File: src/rtl/pairimm_pkg.sv
package pairimm_pkg;
  typedef enum logic [1:0] {
    PH_IDLE = 2'd0,
    PH_LO   = 2'd1,
    PH_HI   = 2'd2,
    PH_FIN  = 2'd3
  } phase_t;

  localparam int FLAG_C = 0;
  localparam int FLAG_Z = 1;
  localparam int FLAG_N = 2;
  localparam int FLAG_V = 3;
  localparam int FLAG_S = 4;
endpackage

File: src/rtl/pairimm_decode.sv
module pairimm_decode #(
  parameter int INSN_W    = 16,
  parameter int REG_AW    = 5,
  parameter int IMM_W     = 6,
  parameter int PAIR_BASE = 24,
  parameter logic [7:0] OPC_HI = 8'h96
) (
  input  logic [INSN_W-1:0] insn,
  output logic              hit,
  output logic [REG_AW-1:0] base_addr,
  output logic [IMM_W-1:0]  imm
);
  logic [1:0] sel;

  assign hit       = (insn[15:8] == OPC_HI);
  assign sel       = insn[5:4];
  assign base_addr = REG_AW'(PAIR_BASE) + REG_AW'({sel, 1'b0});
  assign imm       = {insn[7:6], insn[3:0]};
endmodule

File: src/rtl/pairimm_byte_add.sv
module pairimm_byte_add #(
  parameter int W = 8
) (
  input  logic [W-1:0] a,
  input  logic [W-1:0] b,
  input  logic         cin,
  output logic [W-1:0] sum,
  output logic         cout
);
  logic [W:0] full;

  assign full = {1'b0, a} + {1'b0, b} + {{W{1'b0}}, cin};
  assign sum  = full[W-1:0];
  assign cout = full[W];
endmodule

File: src/rtl/pairimm_flags.sv
module pairimm_flags
  import pairimm_pkg::*;
#(
  parameter int W = 8
) (
  input  logic [7:0]   sreg_in,
  input  logic         old_msb,
  input  logic [W-1:0] hi_sum,
  input  logic         lo_zero,
  output logic [7:0]   sreg_out
);
  logic z, n, v, c;

  assign n = hi_sum[W-1];
  assign z = lo_zero && (hi_sum == '0);
  assign v = !old_msb && n;
  assign c = old_msb && !n;

  always_comb begin
    sreg_out         = sreg_in;
    sreg_out[FLAG_C] = c;
    sreg_out[FLAG_Z] = z;
    sreg_out[FLAG_N] = n;
    sreg_out[FLAG_V] = v;
    sreg_out[FLAG_S] = n ^ v;
  end
endmodule

File: src/rtl/regpair_imm_adder.sv
module regpair_imm_adder
  import pairimm_pkg::*;
#(
  parameter int INSN_W    = 16,
  parameter int DATA_W    = 8,
  parameter int NUM_REGS  = 32,
  parameter int IMM_W     = 6,
  parameter int PAIR_BASE = 24
) (
  input  logic                        clk,
  input  logic                        rst_n,
  input  logic                        insn_valid,
  input  logic [INSN_W-1:0]           insn,
  output logic                        insn_ready,
  output logic                        busy,
  output logic                        done,
  output logic [$clog2(NUM_REGS)-1:0] rf_rd_addr,
  input  logic [DATA_W-1:0]           rf_rd_data,
  output logic                        rf_wr_en,
  output logic [$clog2(NUM_REGS)-1:0] rf_wr_addr,
  output logic [DATA_W-1:0]           rf_wr_data,
  input  logic [7:0]                  sreg_in,
  output logic                        sreg_wr_en,
  output logic [7:0]                  sreg_out
);
  localparam int REG_AW = $clog2(NUM_REGS);

  phase_t              phase_q;
  logic [REG_AW-1:0]   base_q;
  logic [IMM_W-1:0]    imm_q;
  logic                carry_q;
  logic                lo_zero_q;

  logic                dec_hit;
  logic [REG_AW-1:0]   dec_base;
  logic [IMM_W-1:0]    dec_imm;
  logic                take;

  logic [DATA_W-1:0]   add_b;
  logic                add_cin;
  logic [DATA_W-1:0]   add_sum;
  logic                add_cout;
  logic                in_lo, in_hi;

  pairimm_decode #(
    .INSN_W(INSN_W), .REG_AW(REG_AW), .IMM_W(IMM_W), .PAIR_BASE(PAIR_BASE)
  ) u_dec (
    .insn(insn), .hit(dec_hit), .base_addr(dec_base), .imm(dec_imm)
  );

  assign insn_ready = (phase_q == PH_IDLE);
  assign take       = insn_valid && insn_ready && dec_hit;
  assign in_lo      = (phase_q == PH_LO);
  assign in_hi      = (phase_q == PH_HI);

  assign add_b   = in_lo ? DATA_W'(imm_q) : '0;
  assign add_cin = in_hi ? carry_q : 1'b0;

  pairimm_byte_add #(.W(DATA_W)) u_add (
    .a(rf_rd_data), .b(add_b), .cin(add_cin), .sum(add_sum), .cout(add_cout)
  );

  pairimm_flags #(.W(DATA_W)) u_flags (
    .sreg_in(sreg_in), .old_msb(rf_rd_data[DATA_W-1]), .hi_sum(add_sum),
    .lo_zero(lo_zero_q), .sreg_out(sreg_out)
  );

  always_ff @(posedge clk) begin
    if (!rst_n) begin
      phase_q   <= PH_IDLE;
      base_q    <= '0;
      imm_q     <= '0;
      carry_q   <= 1'b0;
      lo_zero_q <= 1'b0;
      done      <= 1'b0;
    end else begin
      done <= in_hi;
      unique case (phase_q)
        PH_IDLE: if (take) begin
          phase_q <= PH_LO;
          base_q  <= dec_base;
          imm_q   <= dec_imm;
        end
        PH_LO: begin
          carry_q   <= add_cout;
          lo_zero_q <= (add_sum == '0);
          phase_q   <= PH_HI;
        end
        PH_HI:   phase_q <= PH_FIN;
        default: phase_q <= PH_IDLE;
      endcase
    end
  end

  assign busy       = (phase_q != PH_IDLE);
  assign rf_rd_addr = in_hi ? (base_q | REG_AW'(1)) : base_q;
  assign rf_wr_addr = rf_rd_addr;
  assign rf_wr_en   = in_lo || in_hi;
  assign rf_wr_data = add_sum;
  assign sreg_wr_en = in_hi;

  AST_RESET_IDLE: assert property (@(posedge clk) !rst_n |=> insn_ready && !busy && !done)
    else $error("reset state wrong");
  AST_WRITE_ONLY_BUSY: assert property (@(posedge clk) disable iff (!rst_n) rf_wr_en |-> busy && !insn_ready)
    else $error("write outside operation");
  AST_HI_WRITE_ODD: assert property (@(posedge clk) disable iff (!rst_n) sreg_wr_en |-> rf_wr_en && rf_wr_addr[0])
    else $error("status write not with high byte");
  AST_HI_AFTER_LO: assert property (@(posedge clk) disable iff (!rst_n) sreg_wr_en |-> $past(rf_wr_en) && !$past(rf_wr_addr[0]))
    else $error("high byte not preceded by low byte");
  AST_DONE_PULSE: assert property (@(posedge clk) disable iff (!rst_n) done |=> !done)
    else $error("done longer than one cycle");
  AST_DONE_AFTER_HI: assert property (@(posedge clk) disable iff (!rst_n) done |-> $past(sreg_wr_en))
    else $error("done without high write");
  AST_BUSY_BLOCKS: assert property (@(posedge clk) disable iff (!rst_n) busy |-> !insn_ready)
    else $error("ready while busy");
  AST_VC_EXCL: assert property (@(posedge clk) disable iff (!rst_n) sreg_wr_en |-> !(sreg_out[3] && sreg_out[0]))
    else $error("V and C both set");
  AST_HIGH_BITS_KEPT: assert property (@(posedge clk) disable iff (!rst_n) sreg_wr_en |-> sreg_out[7:5] == sreg_in[7:5])
    else $error("status upper bits altered");
endmodule

File: config.mk
export PLATFORM = sky130hd
export DESIGN_NAME = regpair_imm_adder
export DESIGN_NICKNAME = d
export VERILOG_FILES = /design/src/rtl/pairimm_pkg.sv /design/src/rtl/pairimm_decode.sv /design/src/rtl/pairimm_byte_add.sv /design/src/rtl/pairimm_flags.sv /design/src/rtl/regpair_imm_adder.sv
export SDC_FILE = /design/constraint.sdc
export NUM_CORES = 1
export LEC_CHECK = 0
export BUFFER_PORTS_ARGS = -buffer_cell sky130_fd_sc_hd__buf_2
export CORE_MARGIN = 8
export CORE_UTILIZATION = 43
export DETAILED_ROUTE_END_ITERATION = 10
export PLACE_DENSITY = 0.8
export SYNTH_ARGS = -nofsm -noshare
export SYNTH_HDL_FRONTEND = slang
export SYNTH_SLANG_ARGS = --single-unit
File: constraint.sdc
create_clock -name clk -period 4.6 [get_ports clk]
set_input_delay 0.46 -clock clk [delete_from_list [all_inputs] [get_ports clk]]
set_output_delay 0.46 -clock clk [all_outputs]
set_load 0.01 [all_outputs]
=== Yosys cells after proc, flatten, opt, wreduce, memory -nomap -nowiden ===
Index checks and enable logic that the tools add are counted.

* Output and inout bits: 31
* Word-level logic and storage cells: 31
* Bits in registers: 16
* Input bits: 35

* Equality and inequality tests: 4
* Add/subtract/negate cells: 3
* Muxes and demuxes: 5
* Reduce and logical (&&, ||, !) cells: 12
* Bitwise logic cells: 1

{| class="wikitable"
|+ Operators by type and width
! operator !! number
|-
| $add 8x6->9 || 1
|-
| $add 9x1->9 || 1
|-
| $eq 8x8->1 const B || 1
|-
| $logic_not 8->1 || 1
|-
| $mux 6 || 1
|-
| $pmux 2 s3 || 1
|-
| $add 4x4->5 const A || 1
|-
| $logic_and 1x1->1 || 5
|-
| $eq 2x1->1 const B || 1
|-
| $eq 2x2->1 const B || 1
|-
| $logic_not 1->1 || 2
|-
| $logic_not 2->1 || 1
|-
| $mux 1 || 2
|-
| $mux 2 || 1
|-
| $ne 2x1->1 const B || 1
|-
| $reduce_and 2->1 || 1
|-
| $reduce_bool 2->1 || 1
|-
| $logic_or 1x1->1 || 1
|-
| $xor 1x1->1 || 1
|}

=== Depth between registers and ports, before layout ===
* Depth in word-level cells: 6
* Mapped depth: 15
* Gate-level depth less buffers: 13

=== Hierarchy ===
Synthesis repeated with hierarchy kept, for this count alone.

* Cell total of the unflattened synthesis: 162
* Area total of the unflattened synthesis: 1366.3 sq um

{| class="wikitable"
|+ By module, submodules not included
! module !! sequential area each (sq um) !! instances !! cells each !! area each (sq um)
|-
| regpair_imm_adder || 320.3 || 1 || 91 || 817.0
|-
| pairimm_byte_add || 0.0 || 1 || 42 || 331.6
|-
| pairimm_decode || 0.0 || 1 || 16 || 116.4
|-
| pairimm_flags || 0.0 || 1 || 13 || 101.3
|}

=== Worst setup path before layout ===
No wires, ideal clock.

* Path type: register to output
* Start point: register phase_q[1]
* End point: output port sreg_out[1]
* Arrival time: 3.307 ns
* Cell stages (with the launch flop): 16
* Setup slack: 0.833 ns
* Path buffers: 2
* Required time: 4.140 ns
* Cells stage by stage: dfxtp_1 -> inv_1 -> ha_1 -> clkbuf_1 -> and2_1 -> ha_1 -> o21ai_0 -> a21oi_1 -> o31a_1 -> o21a_1 -> ha_1 -> inv_1 -> or3_1 -> or4_4 -> nor4b_1 -> buf_4

* Longest elaborated chain between the ends: 6
* Elaborated cells on any way between the ends: 8
* Classes of those cells: add/sub: 2; eq/ne: 2; mux: 2; reduce/logical: 2

{| class="wikitable"
|+ Ends and longest elaborated chain
! element !! line !! text
|-
| start: declaration || regpair_imm_adder.sv:28 || <nowiki>phase_t phase_q;</nowiki>
|-
| start signal: assignment || regpair_imm_adder.sv:70 || <nowiki>phase_q <= PH_IDLE;</nowiki>
|-
| start signal: assignment || regpair_imm_adder.sv:80 || <nowiki>phase_q <= PH_LO;</nowiki>
|-
| start signal: assignment || regpair_imm_adder.sv:87 || <nowiki>phase_q <= PH_HI;</nowiki>
|-
| $eq 2x1->1 || regpair_imm_adder.sv:53 || <nowiki>assign in_lo = (phase_q == PH_LO);</nowiki>
|-
| $mux 6 || regpair_imm_adder.sv:56 || <nowiki>assign add_b = in_lo ? DATA_W'(imm_q) : '0;</nowiki>
|-
| $add 8x6->9 || pairimm_byte_add.sv:12 || <nowiki>assign full = {1'b0, a} + {1'b0, b} + {{W{1'b0}}, cin};</nowiki>
|-
| $add 9x1->9 (*) || pairimm_byte_add.sv:12 ||
|-
| via rf_wr_data[7] || regpair_imm_adder.sv:21 || <nowiki>output logic [DATA_W-1:0] rf_wr_data,</nowiki>
|-
| $logic_not 8->1 (*) || pairimm_flags.sv:15 || <nowiki>assign z = lo_zero && (hi_sum == '0);</nowiki>
|-
| $logic_and 1x1->1 (*) || pairimm_flags.sv:15 ||
|-
| end: declaration || regpair_imm_adder.sv:24 || <nowiki>output logic [7:0] sreg_out</nowiki>
|}

The timed path passes the listed nets; every way through them passes the cells marked *.

=== Final worst setup path ===
* Start point: register phase_q[1]
* End point: output port sreg_out[1]

* Longest elaborated chain between the ends: 6
* Elaborated cells on any way between the ends: 8
* Classes of those cells: add/sub: 2; eq/ne: 2; mux: 2; reduce/logical: 2

{| class="wikitable"
|+ Ends and longest elaborated chain
! element !! line
|-
| $eq 2x1->1 || regpair_imm_adder.sv:53
|-
| $mux 6 || regpair_imm_adder.sv:56
|-
| $add 8x6->9 || pairimm_byte_add.sv:12
|-
| $add 9x1->9 (*) || pairimm_byte_add.sv:12
|-
| $logic_not 8->1 (*) || pairimm_flags.sv:15
|-
| $logic_and 1x1->1 (*) || pairimm_flags.sv:15
|}

Mark *: on every way between the ends. The rest lies on a longest branch, timed or not.

==> flow_summary_export.csv <==
group,metric,value,unit
run_status,status,"complete, no violations",
critical_path,cp_slowest_cell,"or4_4",
global_route,grt_pass1_wl,4250,um
detailed_routing,routedWlPerCell,13.58,um
global_route,overflow,0,
clock_tree,clock_latency,0.28,ns
critical_path,r2r_start,"phase_q[1]$_SDFFE_PN0P_",
die,rows,18,
power,p_leak,0.6559,nW
synth,synth-seq-area-share,25.66,%
clock_tree,clockBufferDepth,2,
synth,async_reset_ff_share,0,%
synth,synth_edf_count,0,
critical_path,end_kind,"output port",
final_layout,n_antenna_cell,0,
detailed_routing,dr_total_vias,936,
clock_tree,cts_tree,"built",
placement,hpwl,2225,um
worst_hold_path,hp-start,"insn[4]",
sta,hold_viol,0,
synth,synth_top_area_share,25.66,%
critical_path,cp_num_cells,14,
sta,setup_viol,0,
critical_path,timing.rr.end,"lo_zero_q$_SDFFE_PN0N_",
run,drv_cap,0,
critical_path,crit_fanout,10,
sta,totalNegativeSetupSlack,0,ns
power,vdd_drop_max,222.4,uV
synth,synth_top_area_cell,"dfxtp_1",
die,pin_count,66,
sta,skew,0.001760,ns
critical_path,crit_buf_inv,3,
critical_path,r2r_cells,13,
detailed_routing,drt_iter0_markers,11,
sta,maxSlewHeadroom,65.98,%
clock_tree,root_buffer,"clkbuf_4",
synth,synth_warnings,0,
clock_tree,cts-buffers-inserted,3,
die,die_area,0.004409,mm2
synth,syn-num-nets,170,
detailed_routing,viasPerCell,4.850,
power,power_density,183.4,mW/mm2
clock_tree,cts.sinks,14,
die,die_w,66.40,um
worst_hold_path,hold_depth,3,
global_route,grt_start_max_net_pins,16,
critical_path,cp.required,4.14,ns
sta,period_share,93.67,%
critical_path,cp_cell_sequence,"inv_1, ha_1, and2_1, ha_1, o21ai_0, a21oi_1, o31a_1, o21a_1, ha_1, inv_1, or3_1, or4_4, nor4b_1, buf_2",
die,initial_core_util,44.91,%
detailed_routing,antenna_left,0,
synth,synth_seq_cells,14,
synth,avgSynthCellArea,9.027,um2
clock_tree,clk_pin_slew,0.08,ns
detailed_routing,drc,0,
critical_path,cpMostUsedCell,"ha_1",
sta,fin_crit,4.309,ns
synth,synthTopCellsByArea,"dfxtp_1 (26%), ha_1 (14%), buf_4 (10%), mux2i_1 (7.3%), and2_1 (4.6%)",
clock_tree,holdBufCountCts,0,
global_route,antenna_found_initial,0,
critical_path,crit_family,"simple AND/OR/NAND/NOR gates",
sta,rsz0062_at_grt,"no",
placement,placed_area,0.001294,mm2
synth,synth_ff_type,"dfxtp_1",
critical_path,cp.arrival,3.85,ns
sta,timing.fmax,232.1,MHz
final_layout,design_area,0.001330,mm2
detailed_routing,wl,2620,um
placement,port_buffers,54,
synth,syn_area,0.001092,mm2
final_layout,drive_above_1_share,38.65,%
die,core_area,0.002432,mm2
sta,worstMarginPinSlew,0.5063,ns
final_layout,fin_util,54.68,%
sta,drv_slew,0,
final_layout,finish.net_count,213,
worst_hold_path,hold_class,"input port to flip-flop",
critical_path,start_kind,"flip-flop",
final_layout,area_growth_syn_to_layout,21.76,%
global_route,grt_pass1_vias,979,
critical_path,rrSetupSlack,1.13,ns
clock_tree,post_cts_buffers,0,
synth,synth.distinct_cells,33,
detailed_routing,dr.pass1.iters,3,
global_route,grt.total_usage,12.22,%
critical_path,worstSetupPathType,"flip-flop to output port",
die,die_h,66.40,um
clock_tree,htree_levels,1,
placement,place.gp.congestion,0.7783,
critical_path,max_stage_delay,0.44,ns
worst_hold_path,holdPathEnd,"base_q[1]$_SDFFE_PN0P_",
synth,syn_inst,121,
clock_tree,cts_resized,0,
-- through the flow --
stage	power, mW	hold slack, ns	instances	worst slack (ns)
finish	0.2440	0.4332	193	0.2910
CTS	0.2485	0.4214	193	0.2734
global placement	0.1578	0.4738	189	0.7465
global route	0.2572	0.4386	193	0.1218
floorplan	0.1431	0.4586	121	0.8331
detailed placement	0.1596	0.4931	189	0.6069
-- per-layer routing --
metal | wire length, um | GRT usage, %
met1 | 918 | 11.44
met3 | 154 | 4.915
met5 | 0 | 0
met4 | 24 | 3.200
met2 | 1522 | 23.64
-- cell families after synthesis --
logic type / synth area share (%)
and+or+nand+nor: 20.16
buffers and inverters: 14.78
AOI/OAI and AO/OA: 11.46
adders and majority gates: 17.41
DFF: 25.66
muxes: 7.331
xor gates and xnor gates: 3.208
-- cells in the mapped netlist, types with 2 or more instances --
cell type and n:
a21oi_1 4, and2_1 8, buf_4 15, clkbuf_1 2, dfxtp_1 14, fa_1 2
ha_1 12, inv_1 11, mux2i_1 8, nand2_1 3, nor2_1 4, nor2b_1 8
nor3_1 2, nor4_1 2, o21a_1 3, o21ai_0 3, or3_1 2, xor2_1 3
-- sequential cells by signal (all words and copies together) (netlist names) --
| signal | cells |
|---|---|
| imm_q | 6 |
| base_q | 3 |
| phase_q | 2 |
| carry_q | 1 |
| done | 1 |
| lo_zero_q | 1 |
-- report_power, final --
part / switching, mW / leakage, nW / internal [mW]
sequential: 0.0000809 / 0.113 / 0.121
combinational: 0.0176 / 0.522 / 0.0176
clock: 0.0394 / 0.0210 / 0.0482
-- placed cells by master, fill, tap and decap left out, drive strengths merged, types with 2 or more instances in the layout --
master and count:
a21oi 4, and2 8, buf 55, clkbuf 4, dfxtp 14, fa 2, ha 12, inv 11
mux2i 8, nand2 3, nor2 4, nor2b 8, nor3 2, nor4 2, o21a 3, o21ai 3
or3 2, xor2 3
-- how the worst max path moves through the flow --
stage / from / to / slack [ns]
after floorplan: phase_q[1]$_SDFFE_PN0P_ / sreg_out[1] / 0.83
after global placement: phase_q[1]$_SDFFE_PN0P_ / sreg_out[1] / 0.75
after detailed placement: phase_q[1]$_SDFFE_PN0P_ / sreg_out[1] / 0.61
after CTS: phase_q[1]$_SDFFE_PN0P_ / sreg_out[1] / 0.27
after global routing: phase_q[1]$_SDFFE_PN0P_ / sreg_out[1] / 0.12
final: phase_q[1]$_SDFFE_PN0P_ / sreg_out[1] / 0.29
-- final cells by class --
class                   instances  area, um2
clock buffers                   4      36.28
fillers                       230       1102
inverters                      11      41.29
multi-input cells              79      656.9
flip-flops and latches         14      280.3
well taps                      30      37.54
repair buffers                 55      277.8
-- worst reg2reg max path, stage by stage, from the launching register on --
cell and delay (ns):
dfxtp_1 0.37, inv_1 0.08, ha_1 0.29, and2_1 0.19, ha_1 0.34, o21ai_0 0.21
a21oi_1 0.09, o31a_1 0.27, o21a_1 0.21, ha_1 0.28, inv_1 0.05, or3_1 0.30
or4_4 0.44, o41ai_2 0.27
(Power assumes the default switching activity.)
